**src/rtl/seq_mult_pkg.sv**
```systemverilog
package seq_mult_pkg;
  typedef enum logic {
    ST_IDLE = 1'b0,
    ST_RUN  = 1'b1
  } sm_state_e;
endpackage

```
**src/rtl/seq_mult_ctrl.sv**
```systemverilog
module seq_mult_ctrl #(
  parameter int WIDTH = 32
) (
  input  logic clk,
  input  logic rst_n,
  input  logic start_i,
  output logic load_o,
  output logic step_o,
  output logic busy_o,
  output logic done_o
);
  import seq_mult_pkg::*;

  localparam int CW = (WIDTH > 1) ? $clog2(WIDTH) : 1;
  localparam logic [CW-1:0] LAST = CW'(WIDTH - 1);

  sm_state_e   state_q;
  logic [CW-1:0] cnt_q;
  logic        done_q;
  logic        last_step;

  assign load_o    = start_i && (state_q == ST_IDLE);
  assign step_o    = (state_q == ST_RUN);
  assign last_step = step_o && (cnt_q == LAST);
  assign busy_o    = (state_q == ST_RUN);
  assign done_o    = done_q;

  always_ff @(posedge clk or negedge rst_n) begin
    if (!rst_n) begin
      state_q <= ST_IDLE;
      cnt_q   <= '0;
      done_q  <= 1'b0;
    end else begin
      done_q <= last_step;
      if (load_o) begin
        state_q <= ST_RUN;
        cnt_q   <= '0;
      end else if (step_o) begin
        cnt_q <= cnt_q + 1'b1;
        if (last_step) state_q <= ST_IDLE;
      end
    end
  end

  // the step counter never passes the final step
  p_cnt_range_r4: assert property (@(posedge clk) disable iff (!rst_n)
    cnt_q <= LAST);
  // a start is only accepted outside a run
  p_no_restart_r6: assert property (@(posedge clk) disable iff (!rst_n)
    (step_o && start_i) |=> (cnt_q != '0) || !busy_o);
endmodule

```
**src/rtl/seq_mult_dp.sv**
```systemverilog
module seq_mult_dp #(
  parameter int WIDTH = 32
) (
  input  logic                 clk,
  input  logic                 rst_n,
  input  logic                 load_i,
  input  logic                 step_i,
  input  logic [WIDTH-1:0]     mcand_i,
  input  logic [WIDTH-1:0]     mplier_i,
  output logic [2*WIDTH-1:0]   prod_o
);
  localparam int PW = 2 * WIDTH;

  logic [WIDTH-1:0] mcand_q;
  logic [PW-1:0]    acc_q;
  logic [PW-1:0]    acc_next;
  logic             add_en;

  // one add-then-shift step; the carry lands in the top bit after the shift
  function automatic logic [PW-1:0] add_shift(input logic [PW-1:0] acc,
                                               input logic [WIDTH-1:0] mc);
    logic [WIDTH:0] sum;
    sum = {1'b0, acc[PW-1:WIDTH]} + (acc[0] ? {1'b0, mc} : '0);
    return {sum, acc[WIDTH-1:1]};
  endfunction

  assign add_en   = step_i && acc_q[0];
  assign acc_next = add_shift(acc_q, mcand_q);
  assign prod_o   = acc_q;

  always_ff @(posedge clk or negedge rst_n) begin
    if (!rst_n) begin
      mcand_q <= '0;
      acc_q   <= '0;
    end else if (load_i) begin
      mcand_q <= mcand_i;
      acc_q   <= {{WIDTH{1'b0}}, mplier_i};
    end else if (step_i) begin
      acc_q <= acc_next;
    end
  end

  // multiplicand frozen across steps
  p_mcand_fixed_r7: assert property (@(posedge clk) disable iff (!rst_n)
    (step_i && !load_i) |=> $stable(mcand_q));
  // a step without an add leaves the top bit clear
  p_no_add_top_r8: assert property (@(posedge clk) disable iff (!rst_n)
    (step_i && !add_en) |=> !acc_q[PW-1]);
endmodule

```
**src/rtl/seq_mult.sv**
```systemverilog
module seq_mult #(
  parameter int WIDTH = 32
) (
  input  logic               clk,
  input  logic               rst_n,
  input  logic               start_i,
  input  logic [WIDTH-1:0]   mcand_i,
  input  logic [WIDTH-1:0]   mplier_i,
  output logic               busy_o,
  output logic               done_o,
  output logic [2*WIDTH-1:0] prod_o
);
  logic load_w;
  logic step_w;

  seq_mult_ctrl #(.WIDTH(WIDTH)) u_ctrl (
    .clk(clk), .rst_n(rst_n), .start_i(start_i),
    .load_o(load_w), .step_o(step_w), .busy_o(busy_o), .done_o(done_o)
  );

  seq_mult_dp #(.WIDTH(WIDTH)) u_dp (
    .clk(clk), .rst_n(rst_n), .load_i(load_w), .step_i(step_w),
    .mcand_i(mcand_i), .mplier_i(mplier_i), .prod_o(prod_o)
  );

  // completion coincides with the end of busy
  p_done_on_fall_r4: assert property (@(posedge clk) disable iff (!rst_n)
    $fell(busy_o) |-> done_o);
  // single-cycle pulse, never during busy
  p_done_pulse_r5: assert property (@(posedge clk) disable iff (!rst_n)
    done_o |=> !done_o);
  p_done_idle_r5: assert property (@(posedge clk) disable iff (!rst_n)
    !(done_o && busy_o));
  // an idle start makes the block busy
  p_start_busy_r2: assert property (@(posedge clk) disable iff (!rst_n)
    (start_i && !busy_o) |=> busy_o);
  // idle without start holds the product
  p_hold_r10: assert property (@(posedge clk) disable iff (!rst_n)
    (!busy_o && !start_i) |=> $stable(prod_o));
endmodule

```
**config.mk**
```make
export PLATFORM = sky130hd
export DESIGN_NAME = seq_mult
export DESIGN_NICKNAME = d
export VERILOG_FILES = /design/src/rtl/seq_mult_pkg.sv /design/src/rtl/seq_mult_ctrl.sv /design/src/rtl/seq_mult_dp.sv /design/src/rtl/seq_mult.sv
export SDC_FILE = /design/constraint.sdc
export NUM_CORES = 1
export LEC_CHECK = 0
export ABC_AREA = 1
export BUFFER_PORTS_ARGS = -buffer_cell sky130_fd_sc_hd__buf_2
export CORE_MARGIN = 10
export CORE_UTILIZATION = 42
export CTS_CLUSTER_DIAMETER = 80
export CTS_CLUSTER_SIZE = 16
export DETAILED_ROUTE_END_ITERATION = 16
export GPL_ROUTABILITY_DRIVEN = 0
export PLACE_DENSITY = 0.7
export SLEW_MARGIN = 20
export SYNTH_ARGS = -nofsm -noshare
export SYNTH_HDL_FRONTEND = slang
export SYNTH_HIERARCHICAL = 1
export SYNTH_SLANG_ARGS = --single-unit
```
**constraint.sdc**
```tcl
create_clock -name clk -period 2.3 [get_ports clk]
set_input_delay 0.575 -clock clk [delete_from_list [all_inputs] [get_ports clk]]
set_output_delay 0.575 -clock clk [all_outputs]
set_load 0.005 [all_outputs]
```
# [After elaboration in Yosys (flattened, before gate mapping)]
# Cells that the tools add are included.
[totals] ff_bits=103 inputBits=67 out_inout_bits=66 word_cells=20
[classes] add_sub_neg=2 eq_ne=1 muxes=8 bitwise=1 reduce_logical=3
[op_table] op="two-way mux 64 bit" count=2
[op_table] op="adder 32 x 33 -> 33 bit" count=1
[op_table] op="two-way mux 32 bit" count=1
[op_table] op="two-way mux 5 bit" count=2
[op_table] op="adder 5 x 1 -> 5 bit (second input constant)" count=1
[op_table] op="equality test 5 bit (second input constant)" count=1
[op_table] op="two-way mux 1 bit" count=3
[op_table] op="logical AND 1 bit" count=2
[op_table] op="nonzero test 2 bit" count=1
[op_table] op="inverter 1 bit" count=1

# [Logic depth before layout (Yosys ltp)]
# Gate-level depths: netlist of the first run.
[depth] ltp_word=5 depth_mapped=18 ltp_nobuf=16

# [Modules after synthesis]
# The synthesis of the first run kept the hierarchy.
[by_module_without_submodules] mod="seq_mult_dp" instances=1 cells_per_inst=971 area_per_inst_um2=6482.5 seq_area_each_um2=2402.3
[by_module_without_submodules] mod="seq_mult_ctrl" instances=1 cells_per_inst=40 area_per_inst_um2=330.3 seq_area_each_um2=175.2

# [Worst setup path after synthesis of the first run]
# No wires, ideal clock.
[synth_timing] path_kind="reg-to-reg" start="register u_dp.acc_q[0] (netlist: u_dp/prod_o[0])" end="register u_dp.acc_q[47] (netlist: u_dp/prod_o[47])" setup_ns=0.117 arrival_ns=2.267 t_required_ns=2.183 slack_ns=-0.084 path_stages_with_launch=18 path_buffers=2 synth_period_minus_slack_ns=2.384 path_cell_list="dfrtp_1 clkbuf_1 clkbuf_1 nand2_1 inv_1 ha_1 inv_1 fa_1 inv_1 nand3_1 nand3_1 nand2_1 nand2_2 inv_1 o21ai_2 nand2_1 nand3_1 nand2_1"
[synth_between] elab_chain_len=4
[synth_rtl] item="from (decl)" line_no="seq_mult_dp.sv:15" text="logic [PW-1:0] acc_q;"
[synth_rtl] item="from (signal assigned)" line_no="seq_mult_dp.sv:37" text="acc_q <= {{WIDTH{1'b0}}, mplier_i};"
[synth_rtl] item="from (signal assigned)" line_no="seq_mult_dp.sv:39" text="acc_q <= acc_next;"
[synth_rtl] item="two-way mux 32 bit" line_no="seq_mult_dp.sv:23" text="sum = {1'b0, acc[PW-1:WIDTH]} + (acc[0] ? {1'b0, mc} : '0);"
[synth_rtl] item="adder 32 x 33 -> 33 bit" line_no="seq_mult_dp.sv:23"
[synth_rtl] item="two-way mux 64 bit" line_no="seq_mult_dp.sv:38" text="end else if (step_i) begin"
[synth_rtl] item="two-way mux 64 bit" line_no="seq_mult_dp.sv:35" text="end else if (load_i) begin"
# Every way passes these cells. The select of a mux whose other input is x is not followed.
# A chain may end at the register's enable or synchronous reset.

# [Final worst setup path of the first run]
[layout_timing] start="register u_dp.acc_q[0] (netlist: u_dp/prod_o[0])" end="register u_dp.acc_q[50] (netlist: u_dp/prod_o[50])"
# The elaborated chain is that of the path after synthesis.

==> results.yml, run 1 <==
placement:
  io_buffers: 132
  place_inst: 1349
  dp_hpwl_um: 15100
  place_ws_ns: 0.0893
cells_and_area:
  mostFrequentLayoutCell: "nand2_1"
  final_cell_mix: "438 x nand2_1, 182 x inv_1, 131 x buf_2"
  seq_area_um2: 2580
  areaGrowthSynthToFinish_pct: 21.0
  num_antenna_cells: 0
  multiInputGateArea_um2: 3520
  drive_gt1_share_pct: 19.5
  instances_no_fill: 1367
  finalCoreUtilization_pct: 51.9
  fillCellCount: 1628
  nets: 1248
drt:
  post-route-drc-count: 0
  post_drt_wl_per_cell_um: 14.1
  drtAntennaViolNets: 0
  first_pass_iters: 5
  wl_um: 19200
  vias: 6522
  via_per_inst: 4.77
  first_iter_violations: 424
critical_path:
  cp_slowest_stage_delay_ns: 0.43
  critPathSlowestCell: "dfrtp_1"
  crit_required_ns: 2.55
  cp_common_cell: "nand2_1"
  crit_chain: "buf_8, nand2_1, inv_1, ha_4, nand2_1, nor2_4, inv_1, nor2_2, nand4_1, nand3_1, nand2_1, nand3_1, nand2_1"
  crit_arrival_ns: 2.42
  cp-end-kind: "flip-flop"
  worst-path-max-fanout: 21
  critPathLaunchType: "flip-flop"
  crit_type: "reg2reg"
clock_tree:
  clock_sinks: 103
  clock_tree.root_cell: "clkbuf_16"
  numCtsBuffers: 9
  hold_buffers: 0
  cts.clk_slew.worst_paths_ns: 0.08
  clock_latency_ns: 0.36
  clockBufferDepth: 2
  htree_levels: 3
  cts_tree: "built"
sta:
  skew_ns: 0.0126
  min_period_ns: 2.17
  fin_ws_ns: 0.132
  slew_viol_final: 0
  timing.final.crit_share_pct: 94.3
  fmax_mhz: 461
  hold_slack_ns: 0.131
  max-slew-margin-rel_pct: 65.2
  worst_slew_pin_slew_ns: 0.522
  report.final.setup_viol: 0
  rsz0062_at_grt: "yes"
  hold_viol: 0
power:
  peakVddDrop_uv: 667
  p_per_area_nw_per_um2: 1370
  leakagePower_nw: 4.82
min_path:
  hp-class: "in2async"
grt:
  grt_pass1_wl_um: 30900
  overflow: 0
  grt_pass1_vias: 6300
  antenna_found_initial: 1
  grt_max_degree: 41
  track_usage_pct: 17.3
die:
  die_w_um: 147
  die_area_um2: 21700
  ioPinCount: 133
  die_h_um: 147
  coreArea_um2: 15900
  initial_utilization_pct: 42.9
  num_rows: 46
logic_synthesis:
  synthArstFlopShare_pct: 100
  yosysSeqAreaShare_pct: 37.8
  synth_fp_nets: 1113
  ys_warn_count: 6
  avgSynthCellArea_um2: 6.74
  syn_area_um2: 6810
  netlist_instances: 1011
  synth-seq-cells: 103
  yosys.cell_types.count: 35
  ys.flop_type: "dfrtp_1"
  synth-edff-count: 0
flow_run:
  cap_viol_max_count: 0
run_status:
  status: "complete, no violations"
[cell type report]
type / instances / area share, %
clock buffers: 10 / 2.78
clock inverters: 6 / 1.21
inverters: 189 / 8.61
multi-input cells: 693 / 42.7
flip-flops and latches: 103 / 31.3
well taps: 216 / 3.28
repair buffers: 150 / 10.1
[through the flow]
| stage | cell area, um2 | power [mW] | TNS [ns] |
|---|---|---|---|
| floorplan | 6810 | 7.31 | 0 |
| global placement | 7740 | 9.15 | 0 |
| detailed placement | 7740 | 9.25 | 0 |
| CTS | 8070 | 11.0 | 0 |
| global route | 8240 | 12.4 | -0.108 |
| finish | 8240 | 11.3 | 0 |
[cell usage after synthesis, types with 4 or more instances]
cell type  instances  area, um2
dfrtp_1          103       2580
o21ai_0            7       35.0
buf_6              4       45.0
nand4_1            5       31.3
nand2_1          444       1670
nand3_1           45        225
nor2_1            44        165
clkbuf_1          10       37.5
a21oi_1           24        120
inv_1            184        691
buf_2             10       50.1
o21ai_1           10       50.1
xnor2_1           10       87.6
o221ai_1          27        236
nand2_2            8       50.1
nor3_1             6       30.0
ha_1              34        425
[layer usage]
metal | track usage, % | share of wire [%]
met4 | 5.20 | 1.8
met2 | 27.8 | 46
met3 | 4.58 | 7.6
met1 | 22.4 | 44
met5 | 0 | 0.068
[power breakdown]
group / switching (mW) / total (mW) / leakage, nW / internal (mW)
sequential: 0.626 / 3.33 / 1.26 / 2.70
clock: 0.757 / 1.73 / 0.161 / 0.978
combinational: 3.80 / 6.25 / 3.40 / 2.45
[path summary, 6_finish.rpt]
path / from / endpoint / slack (ns) / cells past startpoint
worst max-delay path: u_dp/prod_o[0]$_DFFE_PN0P_ / u_dp/prod_o[50]$_DFFE_PN0P_ / 0.13 / 13
worst min-delay path: rst_n / u_dp/prod_o[8]$_DFFE_PN0P_ / 0.13 / 1
worst max register to register: u_dp/prod_o[0]$_DFFE_PN0P_ / u_dp/prod_o[50]$_DFFE_PN0P_ / 0.13 / 13
worst min register to register: u_dp/mcand_q[21]$_DFFE_PN0P_ / u_dp/mcand_q[21]$_DFFE_PN0P_ / 0.47 / 2
max in group asynchronous: rst_n / u_dp/mcand_q[25]$_DFFE_PN0P_ / 1.50 / 2
min in group clk: mcand_i[28] / u_dp/mcand_q[28]$_DFFE_PN0P_ / 0.41 / 3
[cell families after synthesis]
kind of cell	count (synthesis)	synth area share, %
and+or+nand+nor	565	33.5
DFF	103	37.8
AOI/OAI and AO/OA	82	8.17
adders and majority gates	35	6.54
xor gates and xnor gates	11	1.41
buffers and inverters	215	12.6
[sequential cells by signal, indices dropped and copies added, names as in the netlist]
register and count:
u_ctrl/done_o 1, u_ctrl/cnt_q 5, u_dp/prod_o 64, u_dp/mcand_q 32
u_ctrl/busy_o 1
[what timing repair did]
action | 4_1_cts | 5_1_grt
setup buffers | 0 | 2
resized for setup | 0 | 39
endpoints found under the setup margin | 0 | 17
[worst max-delay path, delay by kind of cell, from the launching register on]
| kind | cells | cell delay (ns) |
|---|---|---|
| AND/OR/NAND/NOR | 9 | 1.01 |
| adder cells (fa/ha/maj) | 1 | 0.30 |
| flip-flops | 1 | 0.43 |
| buffers and inverters | 3 | 0.33 |
Power figures use the tool's default switching activity.
==> inputs of run 2 (changes only) <==
==> constraint.sdc (replaced) <==
create_clock -name clk -period 2.3 [get_ports clk]
set_input_delay 0.575 -clock clk [delete_from_list [all_inputs] [get_ports clk]]
set_output_delay 0.575 -clock clk [all_outputs]
set_load 0.05 [all_outputs]
==> results.yml, run 2 (synthesis gave the netlist of run 1 again) <==
placement:
  place_area_um2: 7770
  dp_hpwl_um: 15000
  io_buffers: 132
  place_inst: 1350
clock_tree:
  clockBufferDepth: 2
  cts_tree: "built"
  clock_latency_ns: 0.36
  htree_levels: 3
  hold_buffers: 0
  clock_tree.root_cell: "clkbuf_16"
  numCtsBuffers: 9
  cts.clk_slew.worst_paths_ns: 0.08
  clock_sinks: 103
critical_path:
  cp_slowest_stage_delay_ns: 0.44
  path_delay_family: "simple AND/OR/NAND/NOR gates"
  cp_common_cell: "nand2_1"
  crit_type: "reg2reg"
  worst-path-max-fanout: 21
  crit_chain: "buf_6, nand2_1, inv_1, ha_1, nand2_1, inv_1, nand2_2, inv_1, a21oi_1, nand2_2, nand2_1, nand3_1, nand3_1, nand2_1"
  crit_required_ns: 2.54
  cp_num_buf_inv: 4
  cp-end-kind: "flip-flop"
  critPathLaunchType: "flip-flop"
  crit_arrival_ns: 2.41
  critPathSlowestCell: "dfrtp_2"
cells_and_area:
  drive_gt1_share_pct: 20.8
  nets: 1250
  areaGrowthSynthToFinish_pct: 22.0
  largest_reg_flops: 64
  mostFrequentLayoutCell: "nand2_1"
  instances_no_fill: 1370
  final_cell_mix: "433 x nand2_1, 182 x inv_1, 131 x buf_2"
  final_area_um2: 8310
die:
  die_h_um: 147
  die_w_um: 147
  initial_utilization_pct: 42.9
  coreArea_um2: 15900
  num_rows: 46
  ioPinCount: 133
  die_area_um2: 21700
sta:
  worst_slew_pin_slew_ns: 0.480
  hold_slack_ns: 0.112
  max-slew-margin-rel_pct: 67.9
  skew_ns: 0.00790
  timing.final.crit_share_pct: 94.3
  timing.setup.tns_ns: 0
  slew_viol_final: 0
  hold_viol: 0
  report.final.setup_viol: 0
  fmax_mhz: 461
  min_period_ns: 2.17
drt:
  first_iter_violations: 460
  wl_um: 19000
  vias: 6556
  first_pass_iters: 5
  drtAntennaViolNets: 0
  post_drt_wl_per_cell_um: 13.9
  post-route-drc-count: 0
  via_per_inst: 4.79
power:
  leakagePower_nw: 4.81
  peakVddDrop_uv: 905
  p_per_area_nw_per_um2: 1590
grt:
  antenna_found_initial: 3
  track_usage_pct: 17.4
  grt_max_degree: 61
  grt_pass1_vias: 6558
  grt_pass1_wl_um: 31200
  overflow: 0
min_path:
  hp-class: "in2async"
run_status:
  status: "complete, no violations"
flow_run:
  cap_viol_max_count: 0
run 2: worst register-to-register path, stage by stage (launching register included):
cell	delay, ns
dfrtp_2	0.44
buf_6	0.17
nand2_1	0.09
inv_1	0.05
ha_1	0.33
nand2_1	0.12
inv_1	0.07
nand2_2	0.10
inv_1	0.05
a21oi_1	0.19
nand2_2	0.13
nand2_1	0.10
nand3_1	0.07
nand3_1	0.09
nand2_1	0.05
run 2: metrics by stage:
stage          setup WS (ns)  utilization (%)  power (mW)
2_1_floorplan        0.00414                -        9.24
3_3_place_gp          0.0340             48.9        11.1
5_1_grt              -0.0437             52.3        14.3
3_5_place_dp          0.0629             48.9        11.2
4_1_cts               0.0497             50.8        12.8
6_report               0.131             52.3        13.2
run 2: final timing paths:
path	startpoint	end	slack (ns)	cells after the start
min in group clk	mcand_i[2]	u_dp/mcand_q[2]$_DFFE_PN0P_	0.41	3
min	rst_n	u_dp/prod_o[8]$_DFFE_PN0P_	0.11	1
max reg2reg	u_dp/prod_o[0]$_DFFE_PN0P_	u_dp/prod_o[54]$_DFFE_PN0P_	0.13	14
min reg2reg	u_dp/mcand_q[24]$_DFFE_PN0P_	u_dp/mcand_q[24]$_DFFE_PN0P_	0.47	2
max	u_dp/prod_o[0]$_DFFE_PN0P_	u_dp/prod_o[54]$_DFFE_PN0P_	0.13	14
max in group asynchronous	rst_n	u_dp/mcand_q[30]$_DFFE_PN0P_	1.55	2
run 2: what timing repair did:
action | in CTS | in global routing
gates resized for setup | 0 | 47
setup endpoints to repair | 0 | 16
buffers inserted | 0 | 3
run 2: final cells by class:
type / instances / area, um2
diodes: 1 / 2.50
clock buffers: 10 / 239
clock inverters: 6 / 53.8
fillers: 1588 / 7570
inverters: 189 / 709
multi-input cells: 693 / 3600
flip-flops and latches: 103 / 2580
well taps: 216 / 270
repair buffers: 152 / 855
run 2: report_power, final:
part	leakage [nW]	switching [mW]	total (mW)	internal, mW
sequential	1.26	0.651	3.36	2.71
clock	0.144	0.754	1.54	0.783
combinational	3.41	5.76	8.34	2.58
total	4.81	7.16	13.2	6.07
run 2: per-layer routing:
metal  up-vias  global-route usage, %  share of wire (%)
met4         0                   6.29                2.3
li1       3380                      -                  -
met3        31                   3.75                6.7
met1      2963                   22.1                 45
met2       182                   28.3                 46
met5         -                      0                  0
